--- src/rtl/srd_pkg.sv ---
package srd_pkg;
  localparam int NUM_RATES = 9;
  localparam logic [3:0] CODE_NONE = 4'hF;

  function automatic longint rate_hz(int idx);
    case (idx)
      0: return 8000;
      1: return 11025;
      2: return 12000;
      3: return 16000;
      4: return 22050;
      5: return 24000;
      6: return 32000;
      7: return 44100;
      default: return 48000;
    endcase
  endfunction

  // Nominal oscillator count over the averaging window, rounded.
  function automatic longint exp_count(longint osc, longint periods, int idx);
    longint r;
    r = rate_hz(idx);
    return (osc * periods + r / 2) / r;
  endfunction

  // +-200 ppm of the nominal count plus quantisation slack.
  function automatic longint tol_count(longint e);
    return (e * 200) / 1000000 + 2;
  endfunction
endpackage

--- src/rtl/srd_ws_edge.sv ---
module srd_ws_edge #(
  parameter int STAGES = 2
) (
  input  logic clk,
  input  logic rst_n,
  input  logic ws_async,
  output logic rise_o
);
  logic [STAGES-1:0] sync_q;
  logic              prev_q;

  generate
    for (genvar s = 0; s < STAGES; s++) begin : g_stage
      if (s == 0) begin : g_first
        always_ff @(posedge clk or negedge rst_n)
          if (!rst_n) sync_q[0] <= 1'b0;
          else        sync_q[0] <= ws_async;
      end else begin : g_next
        always_ff @(posedge clk or negedge rst_n)
          if (!rst_n) sync_q[s] <= 1'b0;
          else        sync_q[s] <= sync_q[s-1];
      end
    end
  endgenerate

  always_ff @(posedge clk or negedge rst_n)
    if (!rst_n) prev_q <= 1'b0;
    else        prev_q <= sync_q[STAGES-1];

  assign rise_o = sync_q[STAGES-1] & ~prev_q;

  // Two rising edges always have a low cycle between them (R2 timing base).
  assert_edge_spacing_R2: assert property (@(posedge clk) disable iff (!rst_n)
    rise_o |=> !rise_o);
endmodule

--- src/rtl/srd_period_meter.sv ---
module srd_period_meter #(
  parameter int CNT_W   = 20,
  parameter int PERIODS = 64,
  parameter int TIMEOUT = 4096
) (
  input  logic             clk,
  input  logic             rst_n,
  input  logic             rise_i,
  output logic             meas_done_o,
  output logic [CNT_W-1:0] meas_cnt_o,
  output logic             timeout_o
);
  localparam int PER_W  = (PERIODS > 1) ? $clog2(PERIODS) : 1;
  localparam int IDLE_W = $clog2(TIMEOUT + 1);
  localparam logic [PER_W-1:0]  PER_LAST  = PER_W'(PERIODS - 1);
  localparam logic [IDLE_W-1:0] IDLE_LAST = IDLE_W'(TIMEOUT - 1);
  localparam logic [IDLE_W-1:0] IDLE_MAX  = IDLE_W'(TIMEOUT);

  logic              armed_q;
  logic [PER_W-1:0]  per_q;
  logic [CNT_W-1:0]  cnt_q;
  logic [IDLE_W-1:0] idle_q;
  logic [CNT_W-1:0]  cnt_inc;

  assign cnt_inc     = (cnt_q == '1) ? cnt_q : cnt_q + 1'b1;
  assign meas_done_o = rise_i && armed_q && (per_q == PER_LAST);
  assign meas_cnt_o  = cnt_q;
  assign timeout_o   = !rise_i && (idle_q == IDLE_LAST);

  always_ff @(posedge clk or negedge rst_n) begin
    if (!rst_n) begin
      armed_q <= 1'b0;
      per_q   <= '0;
      cnt_q   <= '0;
      idle_q  <= '0;
    end else if (rise_i) begin
      idle_q  <= '0;
      armed_q <= 1'b1;
      if (!armed_q || per_q == PER_LAST) begin
        per_q <= '0;
        cnt_q <= CNT_W'(1);
      end else begin
        per_q <= per_q + 1'b1;
        cnt_q <= cnt_inc;
      end
    end else begin
      if (armed_q)            cnt_q   <= cnt_inc;
      if (idle_q != IDLE_MAX) idle_q  <= idle_q + 1'b1;
      if (timeout_o)          armed_q <= 1'b0;
    end
  end

  // A finished window spans PERIODS edges, each at least two cycles apart.
  assert_window_length_R2: assert property (@(posedge clk) disable iff (!rst_n)
    meas_done_o |-> (meas_cnt_o >= CNT_W'(2 * PERIODS)));
  // A timeout can only be followed by a fresh start, never a completed window.
  assert_timeout_rearm_R5: assert property (@(posedge clk) disable iff (!rst_n)
    timeout_o |=> !meas_done_o);
endmodule

--- src/rtl/srd_rate_match.sv ---
module srd_rate_match #(
  parameter int unsigned OSC_HZ  = 14_725_000,
  parameter int          PERIODS = 64,
  parameter int          CNT_W   = 20
) (
  input  logic             clk,
  input  logic             rst_n,
  input  logic             meas_done_i,
  input  logic [CNT_W-1:0] meas_cnt_i,
  output logic [3:0]       code_o
);
  import srd_pkg::*;

  logic [NUM_RATES-1:0] hit;
  logic [63:0]          m64;

  assign m64 = 64'(meas_cnt_i);

  generate
    for (genvar i = 0; i < NUM_RATES; i++) begin : g_win
      localparam logic [63:0] EXP_C = 64'(exp_count(longint'(OSC_HZ), longint'(PERIODS), i));
      localparam logic [63:0] TOL_C = 64'(tol_count(exp_count(longint'(OSC_HZ), longint'(PERIODS), i)));
      assign hit[i] = (m64 + TOL_C >= EXP_C) && (m64 <= EXP_C + TOL_C);
    end
  endgenerate

  always_comb begin
    code_o = CODE_NONE;
    for (int i = NUM_RATES - 1; i >= 0; i--)
      if (hit[i]) code_o = 4'(i);
  end

  // The nine acceptance windows never overlap.
  assert_windows_disjoint_R1: assert property (@(posedge clk) disable iff (!rst_n)
    meas_done_i |-> $onehot0(hit));
endmodule

--- src/rtl/srd_lock_track.sv ---
module srd_lock_track (
  input  logic       clk,
  input  logic       rst_n,
  input  logic       meas_done_i,
  input  logic [3:0] code_i,
  input  logic       timeout_i,
  output logic       lock_o,
  output logic [3:0] det_code_o,
  output logic       err_o
);
  import srd_pkg::*;

  logic [3:0] cand_q;

  always_ff @(posedge clk or negedge rst_n) begin
    if (!rst_n) begin
      lock_o     <= 1'b0;
      err_o      <= 1'b0;
      cand_q     <= CODE_NONE;
      det_code_o <= CODE_NONE;
    end else if (timeout_i) begin
      lock_o <= 1'b0;
      err_o  <= 1'b1;
      cand_q <= CODE_NONE;
    end else if (meas_done_i) begin
      cand_q <= code_i;
      if (code_i == CODE_NONE) begin
        lock_o <= 1'b0;
        err_o  <= 1'b1;
      end else if (code_i == cand_q) begin
        lock_o     <= 1'b1;
        err_o      <= 1'b0;
        det_code_o <= code_i;
      end else if (lock_o) begin
        lock_o <= 1'b0;
        err_o  <= 1'b1;
      end
    end
  end

  assert_lock_after_meas_R3: assert property (@(posedge clk) disable iff (!rst_n)
    $rose(lock_o) |-> $past(meas_done_i));
  assert_drop_on_change_R4: assert property (@(posedge clk) disable iff (!rst_n)
    (lock_o && meas_done_i && !timeout_i && code_i != det_code_o) |=> (!lock_o && err_o));
  assert_timeout_drop_R5: assert property (@(posedge clk) disable iff (!rst_n)
    timeout_i |=> (!lock_o && err_o));
  assert_nomatch_err_R6: assert property (@(posedge clk) disable iff (!rst_n)
    (meas_done_i && code_i == CODE_NONE) |=> (err_o && !lock_o));
  assert_lock_clean_R11: assert property (@(posedge clk) disable iff (!rst_n)
    lock_o |-> !err_o);
endmodule

--- src/rtl/srate_detect.sv ---
module srate_detect #(
  parameter int unsigned OSC_HZ  = 14_725_000,
  parameter int          PERIODS = 64,
  parameter int          TIMEOUT = 4096,
  parameter int          CNT_W   = 20
) (
  input  logic       clk_osc,
  input  logic       rst_n,
  input  logic       ws_in,
  input  logic [1:0] strap,
  input  logic [2:0] host_rate,
  output logic [3:0] rate_code,
  output logic       rate_valid,
  output logic       rate_lock,
  output logic       rate_err,
  output logic [1:0] bus_subaddr
);
  import srd_pkg::*;

  logic             rise;
  logic             meas_done;
  logic [CNT_W-1:0] meas_cnt;
  logic             timeout;
  logic [3:0]       match_code;
  logic [3:0]       det_code;
  logic             auto_mode;

  srd_ws_edge #(.STAGES(2)) u_edge (
    .clk(clk_osc), .rst_n(rst_n), .ws_async(ws_in), .rise_o(rise));

  srd_period_meter #(.CNT_W(CNT_W), .PERIODS(PERIODS), .TIMEOUT(TIMEOUT)) u_meter (
    .clk(clk_osc), .rst_n(rst_n), .rise_i(rise),
    .meas_done_o(meas_done), .meas_cnt_o(meas_cnt), .timeout_o(timeout));

  srd_rate_match #(.OSC_HZ(OSC_HZ), .PERIODS(PERIODS), .CNT_W(CNT_W)) u_match (
    .clk(clk_osc), .rst_n(rst_n), .meas_done_i(meas_done),
    .meas_cnt_i(meas_cnt), .code_o(match_code));

  srd_lock_track u_lock (
    .clk(clk_osc), .rst_n(rst_n), .meas_done_i(meas_done), .code_i(match_code),
    .timeout_i(timeout), .lock_o(rate_lock), .det_code_o(det_code), .err_o(rate_err));

  assign auto_mode   = (strap == 2'b11);
  assign bus_subaddr = strap;

  always_comb begin
    if (auto_mode) begin
      rate_valid = rate_lock;
      rate_code  = rate_lock ? det_code : CODE_NONE;
    end else begin
      rate_valid = 1'b1;
      rate_code  = {1'b0, host_rate};
    end
  end

  // A locked automatic report always names one of the nine rates.
  assert_code_in_range_R1: assert property (@(posedge clk_osc) disable iff (!rst_n)
    (auto_mode && rate_valid) |-> (rate_code < 4'(NUM_RATES)));
endmodule

--- config.mk ---
export PLATFORM = sky130hd
export DESIGN_NAME = srate_detect
export DESIGN_NICKNAME = d
export VERILOG_FILES = /design/src/rtl/srd_pkg.sv /design/src/rtl/srd_ws_edge.sv /design/src/rtl/srd_period_meter.sv /design/src/rtl/srd_rate_match.sv /design/src/rtl/srd_lock_track.sv /design/src/rtl/srate_detect.sv
export SDC_FILE = /design/constraint.sdc
export NUM_CORES = 1
export LEC_CHECK = 0
export ABC_AREA = 1
export BUFFER_PORTS_ARGS = -buffer_cell sky130_fd_sc_hd__buf_2
export CAP_MARGIN = 10
export CORE_UTILIZATION = 30
export CTS_BUF_LIST = sky130_fd_sc_hd__clkbuf_8
export DETAILED_ROUTE_END_ITERATION = 6
export PLACE_DENSITY = 0.43
export SLEW_MARGIN = 20
export SYNTH_ARGS = -nofsm -noshare
export SYNTH_HDL_FRONTEND = slang
export SYNTH_SLANG_ARGS = --single-unit
--- constraint.sdc ---
create_clock -name clk_osc -period 7.4 [get_ports clk_osc]
set_input_delay 0.74 -clock clk_osc [delete_from_list [all_inputs] [get_ports clk_osc]]
set_output_delay 0.74 -clock clk_osc [all_outputs]
set_load 0.05 [all_outputs]
# Word-level counts from Yosys, hierarchy flattened
# Index checks and enable logic that the tools add are counted.
# word_totals
ff_bits	53
input_bits	8
out_inout_bits	9
word_cells	106
# classes
addsub	12
n_lt_le_gt_ge	18
n_eq_ne	7
n_mux	32
bitwise	4
n_reduce_logical	22
# op_table
op	n
$ge 64x15->1 const B	3
$ge 64x16->1 const B	3
$ge 64x17->1 const B	3
$mux 20	4
$add 20x3->21 const B	3
$add 20x4->21 const B	3
$add 20x5->21 const B	3
$le 20x15->1 const B	3
$le 20x16->1 const B	3
$le 20x17->1 const B	3
$mux 4	12
$mux 13	2
$add 20x1->20 const B	1
$eq 20x20->1 const B	1
$add 13x1->13 const B	1
$eq 13x12->1 const B	1
$ne 13x13->1 const B	1
$logic_and 1x1->1	12
$mux 1	12
$reduce_bool 2->1	4
$add 6x1->6 const B	1
$eq 6x6->1 const B	1
$mux 6	1
$eq 4x4->1	1
other kinds (10)	13

# Logic depth before layout (Yosys ltp)
# Gate-level depths: netlist of run 1.
# depth
word_depth	17
mapped_depth	29
ltp_nobuf	28

# By module
# From an unflattened synthesis of run 1, not the netlist that was laid out.
# unflattened
cells_unflattened	1413
hier_area_um2	8046.5
# modules_own_cells
mod	instances	cells_per_inst	area_each_um2	seq_area_each_um2
srd_rate_match	1	960	4769.6	0.0
srd_period_meter	1	352	2524.9	1001.0
srd_lock_track	1	74	570.5	260.2
srate_detect	1	22	96.3	0.0
srd_ws_edge	1	5	85.1	75.1

# Worst setup path before layout of run 1
# OpenSTA, ideal clock, no wires.
# synth_path
kind	flip-flop to flip-flop
from	reg u_meter.cnt_q[1] (netlist: u_meter.meas_cnt_o[1])
to	reg u_lock.err_o
setup_ns	0.118
arrival_time_ns	2.769
required_ns	7.282
path_slack_ns	4.513
path_stages_with_launch	25
path_buffers	0
period_less_slack_ns	2.887
cell_sequence	dfrtp_1 inv_1 ha_1 inv_1 a21oi_1 nor2_1 nand2_1 nor2_1 nor2_1 nor2_1 nand3b_1 nor2_1 nand2_1 nand2_1 nand2_2 nor2_4 nand3_2 nand2_1 nand2_1 nor2_2 nand3_2 inv_2 nand2_4 inv_1 a21oi_2
# synth_via
elab_chain_len	17
elab_cells_between_ends	53
classes_between	add/sub (9); order compare (18); eq/ne (2); mux (13); reduce/logical (11)
# synth_rtl
element	line	text
start: declaration	srd_period_meter.sv:21	logic [CNT_W-1:0] cnt_q;
start signal: assignment	srd_period_meter.sv:44	cnt_q <= cnt_inc;
start signal: assignment	srd_period_meter.sv:47	if (armed_q) cnt_q <= cnt_inc;
$add 20x3->21	srd_rate_match.sv:23	assign hit[i] = (m64 + TOL_C >= EXP_C) && (m64 <= EXP_C + TOL_C);
$ge 64x15->1	srd_rate_match.sv:23	
$logic_and 1x1->1	srd_rate_match.sv:23	
$mux 3	srd_rate_match.sv:30	if (hit[i]) code_o = 4'(i);
$mux 4 (7 in series)	srd_rate_match.sv:30	
$mux 4 (*)	srd_rate_match.sv:30	
$eq 4x4->1	srd_lock_track.sv:30	end else if (code_i == cand_q) begin
$mux 1	srd_lock_track.sv:30	
$mux 1	srd_lock_track.sv:27	if (code_i == CODE_NONE) begin
$mux 1	srd_lock_track.sv:25	end else if (meas_done_i) begin
$mux 1	srd_lock_track.sv:21	end else if (timeout_i) begin
end signal: assignment	srd_lock_track.sv:23	err_o <= 1'b1;
end signal: assignment	srd_lock_track.sv:29	err_o <= 1'b1;
end signal: assignment	srd_lock_track.sv:32	err_o <= 1'b0;
end: declaration	srd_lock_track.sv:9	output logic err_o
# Mark *: on every way between the ends. The rest lies on a longest branch, timed or not. The select of a mux whose other input is x is not followed.
# A chain may end at the register's enable or synchronous reset.

# Worst setup path after layout of run 1
# layout_path
from	reg u_meter.cnt_q[0] (netlist: u_meter.meas_cnt_o[0])
to	reg u_lock.det_code_o[3]
# layout_via
elab_chain_len	15
elab_cells_between_ends	49
classes_between	add/sub (9); order compare (18); eq/ne (2); mux (9); bitwise (1); reduce/logical (10)
# layout_rtl
element	line	text
$add 20x3->21	srd_rate_match.sv:23	
$ge 64x15->1	srd_rate_match.sv:23	
$logic_and 1x1->1	srd_rate_match.sv:23	
$mux 3	srd_rate_match.sv:30	
$mux 4 (7 in series)	srd_rate_match.sv:30	
$mux 4 (*)	srd_rate_match.sv:30	
$eq 4x4->1	srd_lock_track.sv:27	
$not 1->1 (no line)	-	
$reduce_and 4->1 (no line)	-	
end signal: assignment	srd_lock_track.sv:33	det_code_o <= code_i;
end: declaration	srd_lock_track.sv:8	output logic [3:0] det_code_o,
# Mark *: on every way between the ends. The rest lies on a longest branch, timed or not.

==> qor.csv, run 1 <==
stage,metric,value,unit
global_route,global-route wire length before repair,50800,um
floorplanning,die area,25300,um2
global_route,total track usage,0.265,
critical_path,"critical path fanouts, max",13,
timing,final hold slack,356,ps
pwr,Clock Power Share,0.100,
global_route,GR met2 Demand/Resource,0.381,
global_route,vias in the first global route,8050,
global_route,GR Util met1,0.385,
pwr,NetSw,1050,uW
placed_design,# port buffers,16,
critical_path,CP required,7660,ps
drt,total wire length,33700,um
clocking,clk root buf,clkbuf_8,
drt,DR vias/cell,5.37,
timing,Highest Clock Rate,227,MHz
yosys,Yosys top cell area share,0.225,
timing,Worst Clk Skew,11.4,ps
timing,Worst Max-Slew Pin Slew,1240,ps
floorplanning,Die W,159,um
pwr,Power Density,218,nW/um2
timing,Final Worst Setup Slack,2990,ps
clocking,clock transition at the registers of the reported paths,100,ps
pwr,Logic pwr share,0.642,
clocking,H-Tree Depth,2,
layout,Area Growth Syn to Fin,5.21,%
drt,Pre-Repair DR Iteration Count,6,
clocking,Skew-Pair Late Insertion Delay,320,ps
yosys,top_reg_cell synth,dfrtp_1,
global_route,initial antenna violation count,0,
global_route,grt met3 use,0.0591,
pwr,cell-internal power,647,uW
global_route,largest net degree at the start of global routing,54,
layout,share of cells above drive strength 1,0.0726,
yosys,largest cells by area after synthesis,"nand2_1 (23%), dfrtp_1 (15%), nor2_1 (9.9%), nand3_1 (9.9%), inv_1 (5.9%)",
drt,Remaining DRCs,0,
drt,DRT iter0 DRCs,1043,
clocking,clk sink count,53,
timing,Final min period,4410,ps
critical_path,crit start category,flip-flop,
yosys,Synth top cells by count,"nand2_1 (444), nor2_1 (196), nand3_1 (146)",
floorplanning,io pins,17,
pwr,sequential share of power,0.258,
clocking,CTS resizes,0,
yosys,YS warnings,0,
yosys,"flops & latches, synth",53,
timing,Max Slew Vio Count,0,
clocking,CTS tree,built,
layout,Fill cells,2806,
timing,Slew headroom,0.163,
yosys,Syn Nets,1360,
run,max_cap viols,0,
placed_design,DP Worst Slack,3160,ps
pwr,Leak,0.00381,uW
timing,total negative setup slack,0,ps
critical_path,crit end category,flip-flop,
clocking,total CTS buffers,5,
timing,Hold Fails Final Rpt,0,
critical_path,critical path type,flip-flop to flip-flop,
drt,per-cell routed wire length,20.5,um
floorplanning,FP Rows,57,
yosys,Post-synth EDFFs,0,
clocking,CTS Buffer Depth,2,
hold_path,Hold WC Path Type,flip-flop to flip-flop,
layout,nets,1343,
floorplanning,Starting Density,0.305,
clocking,Hold Buf Count CTS,0,
yosys,Netlist Area Pre-Place,7400,um2
pwr,VDD IR max,0.165,mV
yosys,"area leader, netlist",nand2_1,
drt,Vias,8848,
timing,"Setup violations, final",0,
yosys,"count leader, synth",nand2_1,
timing,fin crit share,0.596,
clocking,Post-CTS Setup Inserts,0,
floorplanning,core footprint,24200,um2
critical_path,Arrival @ worst endpoint,4670,ps
yosys,syn_area_per_cell,5.53,um2
global_route,gr ovfl total,0,
yosys,Synth cell types,49,
pwr,Sw Ratio,0.618,
status,outcome,completed,
yosys,Post-Synthesis Cells,1338,
yosys,sequential area share after synthesis,0.181,
placed_design,GPL Wtd Cong,0.980,
placed_design,dpl hpwl,26300,um
drt,ANT nets after route,0,
timing,RSZ-0062 raised after global routing,no,
floorplanning,Die Ht,159,um
global_route,global route hottest layer,met1,
yosys,"Async S/R FF share, synth",1.00,
==> cell families (layout without fill, tap and decap cells) <==
logic type,Yosys count,count (layout),synth area share
xor gates and xnor gates,48,48,0.0568
AOI/OAI and AO/OA,147,147,0.110
other,0,1,0
and+or+nand+nor,894,894,0.525
buffers and inverters,182,166,0.104
DFF,53,53,0.181
adders and majority gates,14,14,0.0237
==> critical path, cell delays in order, from the launching register on <==
cell	delay, ps
dfrtp_1	640
inv_1	300
ha_1	270
inv_1	100
o21ai_0	960
nor2_1	310
xor2_1	230
nor2_1	130
nand2_1	60
nand2_1	60
nand2_1	60
nand2_1	120
nand2_1	110
nand2_2	120
nor2_4	50
nand2_1	90
nand4_1	80
nand2_1	80
nand2_1	90
nand2_1	90
nand3_2	90
inv_2	100
nand2_4	70
nand2_1	70
nand2_1	40
inv_1	40
==> final timing paths <==
path                                        from                    to  slack, ps  cells after the start
max                        u_meter.meas_cnt_o[0]  u_lock.det_code_o[3]       2990                     25
min                             u_edge.sync_q[0]      u_edge.sync_q[1]        360                      0
max reg2reg                u_meter.meas_cnt_o[0]  u_lock.det_code_o[3]       2990                     25
min reg2reg                     u_edge.sync_q[0]      u_edge.sync_q[1]        360                      0
max in group asynchronous                  rst_n         u_edge.prev_q       6380                      2
min in group asynchronous                  rst_n         u_lock.lock_o        530                      2
==> metal layers <==
layer | part of all wire | vias up
met1 | 0.46 | 4070
met2 | 0.41 | 422
met5 | 0 | -
li1 | - | 4288
met3 | 0.097 | 68
met4 | 0.034 | 0
==> registers in the layout, indices dropped and copies added (netlist names) <==
name and cells:
u_meter.meas_cnt_o 20, u_meter.idle_q 13, u_meter.per_q 6, u_lock.cand_q 4
u_lock.det_code_o 4, u_edge.sync_q 2, u_edge.prev_q 1, u_lock.err_o 1
u_lock.lock_o 1, u_meter.armed_q 1
==> cells in the final DEF (no fill, tap or decap), drive strengths merged, types with 2 or more instances in the layout <==
cell type | Yosys | final
a211oi | 3 | 3
a21oi | 46 | 46
clkinv | 2 | 3
buf | 33 | 27
a31oi | 7 | 7
nand2 | 459 | 459
xor2 | 46 | 46
o22ai | 5 | 5
nor4 | 8 | 8
ha | 14 | 14
nand3b | 4 | 4
xnor2 | 2 | 2
inv | 129 | 130
nand4 | 32 | 32
nand3 | 151 | 151
dfstp | 8 | 8
o31ai | 2 | 2
o21ai | 71 | 71
nor2 | 209 | 209
a22oi | 4 | 4
dfrtp | 45 | 45
clkbuf | 18 | 5
o211ai | 2 | 2
and3 | 2 | 2
nor3 | 28 | 28
==> area by class of cell <==
cell class / instances / area (um2) / share of cell area
clock buffers: 5 / 68.8 / 0.00884
clock inverters: 3 / 21.3 / 0.00273
repair buffers: 27 / 163 / 0.0209
well taps: 324 / 405 / 0.0521
inverters: 131 / 493 / 0.0633
flip-flops and latches: 53 / 1340 / 0.172
multi-input cells: 1103 / 5290 / 0.680
diodes: 1 / 2.50 / 0.000322
==> power groups by stage <==
stage	logic [uW]	registers, uW	clock network [uW]
after global placement	1050	441	0
after detailed placement	1040	442	0
after floorplan	742	372	0
final	1090	438	169
after CTS	1050	436	180
after global routing	1170	447	193
==> metrics by stage <==
step,util,total power (uW),cells,area [um2]
2_1_floorplan,-,1110,1338,7400
3_3_place_gp,0.317,1500,1638,7690
6_report,0.321,1690,1647,7780
5_1_grt,0.321,1810,1646,7780
4_1_cts,0.321,1660,1646,7780
3_5_place_dp,0.317,1480,1638,7690
(Power assumes the default switching activity.)
==> run 2: changes to the inputs <==
- clock period: 7.4 -> 4.15 ns (I/O delays scaled with it)
==> qor.csv, run 2 (synthesis gave the netlist of run 1 again) <==
stage,metric,value,unit,change
pwr,cell-internal power,1240,uW,+91%
pwr,Clock Power Share,0.102,,+0.002
pwr,Leak,0.00403,uW,+5.9%
pwr,Power Density,387,nW/um2,+78%
hold_path,Hold WC Path Type,input pin to flip-flop,,
clocking,Post-CTS Setup Inserts,0,,unchanged
floorplanning,Die Ht,159,um,unchanged
timing,fin crit share,0.901,,+0.305
critical_path,crit start category,flip-flop,,
floorplanning,io pins,17,,unchanged
drt,Remaining DRCs,0,,unchanged
global_route,global-route wire length before repair,53400,um,+5.1%
global_route,initial antenna violation count,2,,+2
layout,Antenna Cells,0,,-1
critical_path,"critical path fanouts, max",9,,-4
drt,DRT iter0 DRCs,1192,,+14%
critical_path,Worst R2R Path Depth,23,,-8.0%
clocking,Hold Buf Count CTS,0,,unchanged
critical_path,reg2reg start,u_meter.meas_cnt_o[1],,
timing,Highest Clock Rate,267,MHz,+18%
critical_path,Arrival @ worst endpoint,4000,ps,-670 ps
floorplanning,core footprint,24200,um2,unchanged
pwr,Logic pwr share,0.678,,+0.036
critical_path,crit end category,flip-flop,,
drt,Pre-Repair DR Iteration Count,6,,unchanged
clocking,clock transition at the registers of the reported paths,110,ps,about the same
global_route,largest net degree at the start of global routing,54,,unchanged
floorplanning,FP Rows,57,,unchanged
clocking,CTS Buffer Depth,2,,unchanged
critical_path,R2R setup slack,410,ps,-2580 ps
placed_design,Post-Place Cells,1685,,+2.9%
timing,"Setup violations, final",0,,unchanged
clocking,H-Tree Depth,2,,unchanged
layout,share of cells above drive strength 1,0.106,,+0.0333
pwr,total power,3150,uW,+86%
drt,total wire length,35200,um,+4.5%
placed_design,GPL Wtd Cong,1.01,,+3.3%
layout,"most common cell after layout, fill and taps aside",nand2_1,,
clocking,clk root buf,clkbuf_8,,
status,outcome,completed,,
hold_path,hold endpoint,u_edge.sync_q[0],,
timing,total negative setup slack,0,ps,unchanged
placed_design,placed cell areas,8040,um2,+4.6%
clocking,CTS tree,built,,
clocking,clk sink count,53,,unchanged
hold_path,WHS Path Cells,1,,+1
floorplanning,Die W,159,um,unchanged
global_route,vias in the first global route,8512,,+5.7%
layout,"Design Area, Final",8140,um2,+4.6%
pwr,sequential share of power,0.220,,-0.038
global_route,total track usage,0.279,,+0.0140
layout,Area Growth Syn to Fin,10.1,%,
layout,final core occ,0.336,,+0.0149
critical_path,reg2reg end,u_lock.det_code_o[0],,
pwr,Sw Ratio,0.607,,-0.0110
placed_design,# port buffers,16,,unchanged
layout,max FFs per register,20,,unchanged
layout,"commonest non-fill, non-tap cells in the layout","nand2_1 (444), nor2_1 (195), nand3_1 (146)",,
drt,ANT nets after route,0,,unchanged
drt,DR vias/cell,5.40,,+0.57%
critical_path,CP required,4410,ps,-3250 ps
timing,Final min period,3740,ps,-672 ps
hold_path,worst hold path startpoint,ws_in,,
timing,Slew headroom,0.311,,+0.148
floorplanning,die area,25300,um2,unchanged
critical_path,critical path type,flip-flop to flip-flop,,
timing,Worst Max-Slew Pin Slew,1030,ps,-217 ps
timing,Max Slew Vio Count,0,,unchanged
global_route,gr ovfl total,0,,unchanged
layout,nets,1390,,+3.5%
layout,final non-filler cell total,1693,,+2.8%
run,max_cap viols,0,,unchanged
clocking,total CTS buffers,5,,unchanged
pwr,NetSw,1910,uW,+83%
clocking,Skew-Pair Late Insertion Delay,340,ps,+20 ps
placed_design,dpl hpwl,27800,um,+5.8%
drt,per-cell routed wire length,20.8,um,+1.6%
timing,RSZ-0062 raised after global routing,no,,
floorplanning,Starting Density,0.305,,unchanged
timing,Hold Fails Final Rpt,0,,unchanged
timing,Worst Clk Skew,19.7,ps,+8.34 ps
drt,Vias,9147,,+3.4%
pwr,VDD IR max,0.185,mV,+12%
[run 2: cell types whose count changed in the layout (fill, tap and decap cells not counted), sizes merged]
cell and change:
buf +47, diode -1
[run 2: timing repair]
item,4_1_cts,5_1_grt
setup endpoints to repair,0,4
endpoints found under the hold margin,0,0
gates resized for setup,0,2
[run 2: per-layer routing]
layer	vias to the layer above	track usage	wire length (um)
met1	4235	0.404	16300
met3	95	0.0576	3390
met4	0	0.115	1340
met5	-	0	0
li1	4375	-	-
met2	442	0.398	14200
[run 2: worst max-delay path, cell delays in order (launching register included)]
cell      delay, ps
dfrtp_1         500
inv_1           260
ha_1            310
inv_1           120
o21ai_0         550
nor2_1          190
xor2_1          190
nor2_1          110
nand2_1          70
nand2_1          60
nand2_1          60
nand2_1         130
nand2_1         120
nand2_2         110
nor2_4           50
nand2_1          90
nand4_1          90
nand2_1          90
nand2_1          90
nand2_1          80
nand3_2          90
inv_2           100
nand2_4          70
a21boi_1        140
[run 2: final cells by class]
cell class,instances,area [um2]
Sequential cell,53,1340
Clock buffer,5,68.8
Inverter,131,493
Clock inverter,3,25.0
Timing Repair Buffer,74,515
Fill cell,2865,16100
Tap cell,324,405
Multi-Input combinational cell,1103,5300
[run 2: metrics by stage]
stage | hold slack (ps) | setup slack, ps
after global placement | 335 | 501
after detailed placement | 348 | 447
final | 173 | 411
after CTS | 160 | 406
after global routing | 148 | 79.5
after floorplan | 119 | 1260
[run 2: how the worst max path moves through the flow]
stage / end / cells past startpoint / startpoint / slack, ps
3_5_place_dp: u_lock.lock_o / 24 / u_meter.meas_cnt_o[1] / 450
4_1_cts: u_lock.det_code_o[0] / 23 / u_meter.meas_cnt_o[1] / 410
2_1_floorplan: u_lock.err_o / 24 / u_meter.meas_cnt_o[1] / 1260
3_3_place_gp: u_lock.det_code_o[2] / 26 / u_meter.meas_cnt_o[1] / 500
5_1_grt: u_lock.det_code_o[3] / 25 / u_meter.meas_cnt_o[1] / 80
6_report: u_lock.det_code_o[0] / 23 / u_meter.meas_cnt_o[1] / 410
[run 2: power groups by stage]
stage,logic (uW),registers [uW],clock network (uW)
final,2140,694,321
after global routing,2300,708,361
after CTS,2040,695,338
after detailed placement,2030,706,0
after global placement,2060,702,0
after floorplan,1320,662,0
==> run 3: changes to the inputs <==
- CTS_BUF_LIST: sky130_fd_sc_hd__clkbuf_8 -> default
==> qor.csv, run 3 (synthesis gave the netlist of run 1 again) <==
stage,metric,value,unit,change
critical_path,"most used cell, CP",nand2_1,,
drt,Vias,9172,,+0.27%
critical_path,reg2reg start,u_meter.meas_cnt_o[1],,
floorplanning,die area,25300,um2,unchanged
layout,"commonest non-fill, non-tap cells in the layout","nand2_1 (444), nor2_1 (195), nand3_1 (146)",,
pwr,Clock Power Share,0.134,,+0.032
status,outcome,completed,,
floorplanning,FP Rows,57,,unchanged
drt,Pre-Repair DR Iteration Count,5,,-1
timing,Final min period,3690,ps,-49.3 ps
critical_path,crit end category,flip-flop,,
run,max_cap viols,0,,unchanged
pwr,cell-internal power,1340,uW,+8.5%
layout,final non-filler cell total,1693,,unchanged
pwr,sequential share of power,0.213,,-0.007
timing,Worst Max-Slew Pin Slew,996,ps,-29.6 ps
pwr,Logic pwr share,0.653,,-0.025
pwr,Leak,0.00406,uW,+0.64%
critical_path,reg2reg end,u_lock.det_code_o[0],,
timing,fin crit share,0.889,,-0.0119
clocking,CTS tree,built,,
clocking,CTS Buffer Depth,2,,unchanged
drt,total wire length,35200,um,-0.15%
clocking,clock transition at the registers of the reported paths,80,ps,-30 ps
drt,DR vias/cell,5.42,,+0.27%
timing,Hold Fails Final Rpt,0,,unchanged
drt,ANT nets after route,0,,unchanged
timing,"Setup violations, final",0,,unchanged
placed_design,GPL Wtd Cong,1.01,,unchanged
layout,max FFs per register,20,,unchanged
critical_path,cell at the slowest stage of the critical path,o21ai_0,,
drt,Remaining DRCs,0,,unchanged
critical_path,CP required,4380,ps,-30 ps
critical_path,critical-path cell list,inv_1 -> ha_1 -> inv_1 -> o21ai_0 -> nor2_1 -> xor2_1 -> nor2_1 -> nand2_1 -> nand2_1 -> nand2_1 -> nand2_1 -> nand2_1 -> nand2_2 -> nor2_4 -> nand2_1 -> nand4_1 -> nand2_1 -> nand2_1 -> nand2_1 -> nand3_2 -> inv_2 -> nand2_4 -> a21boi_1,,
critical_path,crit start category,flip-flop,,
global_route,vias in the first global route,8517,,+0.059%
placed_design,dpl hpwl,27800,um,unchanged
floorplanning,Die Ht,159,um,unchanged
global_route,initial antenna violation count,2,,unchanged
floorplanning,Die W,159,um,unchanged
clocking,total CTS buffers,5,,unchanged
critical_path,R2R setup slack,460,ps,+50 ps
clocking,H-Tree Depth,2,,unchanged
pwr,Sw Ratio,0.589,,-0.0181
placed_design,# port buffers,16,,unchanged
hold_path,Hold WC Path Type,input pin to flip-flop,,
clocking,Skew-Pair Late Insertion Delay,310,ps,-30 ps
clocking,clk root buf,clkbuf_16,,
timing,Max Slew Vio Count,0,,unchanged
floorplanning,core footprint,24200,um2,unchanged
pwr,NetSw,1920,uW,+0.62%
timing,total negative setup slack,0,ps,unchanged
pwr,VDD IR max,0.236,mV,+28%
clocking,clk sink count,53,,unchanged
timing,Worst Clk Skew,9.69,ps,-10.0 ps
critical_path,max incr delay on CP,530,ps,-20 ps
critical_path,Arrival @ worst endpoint,3920,ps,-80 ps
critical_path,critical path type,flip-flop to flip-flop,,
hold_path,worst hold path startpoint,ws_in,,
hold_path,WHS Path Cells,1,,unchanged
hold_path,hold endpoint,u_edge.sync_q[0],,
layout,"most common cell after layout, fill and taps aside",nand2_1,,
layout,Area Growth Syn to Fin,10.8,%,
drt,per-cell routed wire length,20.8,um,-0.15%
layout,Antenna Cells,0,,unchanged
critical_path,"critical path fanouts, max",9,,unchanged
critical_path,Worst R2R Path Depth,23,,unchanged
global_route,largest net degree at the start of global routing,54,,unchanged
floorplanning,Starting Density,0.305,,unchanged
timing,Slew headroom,0.331,,+0.0199
placed_design,Post-Place Cells,1685,,unchanged
global_route,total track usage,0.278,,-0.000615
global_route,gr ovfl total,0,,unchanged
timing,RSZ-0062 raised after global routing,no,,
timing,Highest Clock Rate,271,MHz,+1.3%
clocking,Hold Buf Count CTS,0,,unchanged
clocking,Post-CTS Setup Inserts,0,,unchanged
pwr,Power Density,399,nW/um2,+3.0%
drt,DRT iter0 DRCs,1083,,-9.1%
layout,share of cells above drive strength 1,0.106,,unchanged
floorplanning,io pins,17,,unchanged
global_route,global-route wire length before repair,53400,um,about the same
layout,nets,1390,,unchanged
==> run 3: what timing repair did <==
action / 4_1_cts / 5_1_grt
setup endpoints to repair: 0 / 3
hold endpoints to repair: 0 / 0
gates resized for setup: 0 / 2
==> run 3: metrics by stage <==
stage                     power, uW   util  hold WS (ps)  instance area [um2]  worst slack [ps]
final                          3270  0.338           212                 8200               461
after global routing           3480  0.338           202                 8200              88.4
after CTS                      3190  0.338           207                 8190               417
after detailed placement       2730  0.332           348                 8040               447
after global placement         2760  0.332           335                 8040               501
after floorplan                1990      -           119                 7400              1260
==> run 3: worst max-delay path: cells and delay by family (launching register included) <==
family          cells  cell delay, ps
simple gates       16            1500
compound gates      2             670
flops               1             490
buf+inv             3             480
fa+ha+maj           1             300
xor+xnor            1             190
==> run 3: metal layers <==
metal	global-route usage	vias up	wire length [um]
met2	0.403	498	14300
li1	-	4375	-
met5	0	-	12
met1	0.405	4208	16100
met3	0.0565	89	3630
met4	0.0970	2	1230
==> run 3: area by class of cell <==
cell class              instances  area [um2]
multi-input cells            1103        5300
clock inverters                 3        25.0
repair buffers                 74         515
inverters                     131         493
well taps                     324         405
flip-flops and latches         53        1340
clock buffers                   5         125
fillers                      2857       16000
==> run 3: how the worst max path moves through the flow <==
stage	end	slack (ps)	from
floorplan	u_lock.err_o	1260	u_meter.meas_cnt_o[1]
global placement	u_lock.det_code_o[2]	500	u_meter.meas_cnt_o[1]
detailed placement	u_lock.lock_o	450	u_meter.meas_cnt_o[1]
CTS	u_lock.det_code_o[0]	420	u_meter.meas_cnt_o[1]
global route	u_lock.det_code_o[3]	90	u_meter.meas_cnt_o[1]
finish	u_lock.det_code_o[0]	460	u_meter.meas_cnt_o[1]
==> run 3: power by group through the flow <==
stage | Clock (uW) | Combinational [uW] | Sequential, uW
finish | 439 | 2130 | 695
global route | 478 | 2300 | 708
CTS | 455 | 2040 | 696
detailed placement | 0 | 2030 | 706
global placement | 0 | 2060 | 702
floorplan | 0 | 1320 | 662
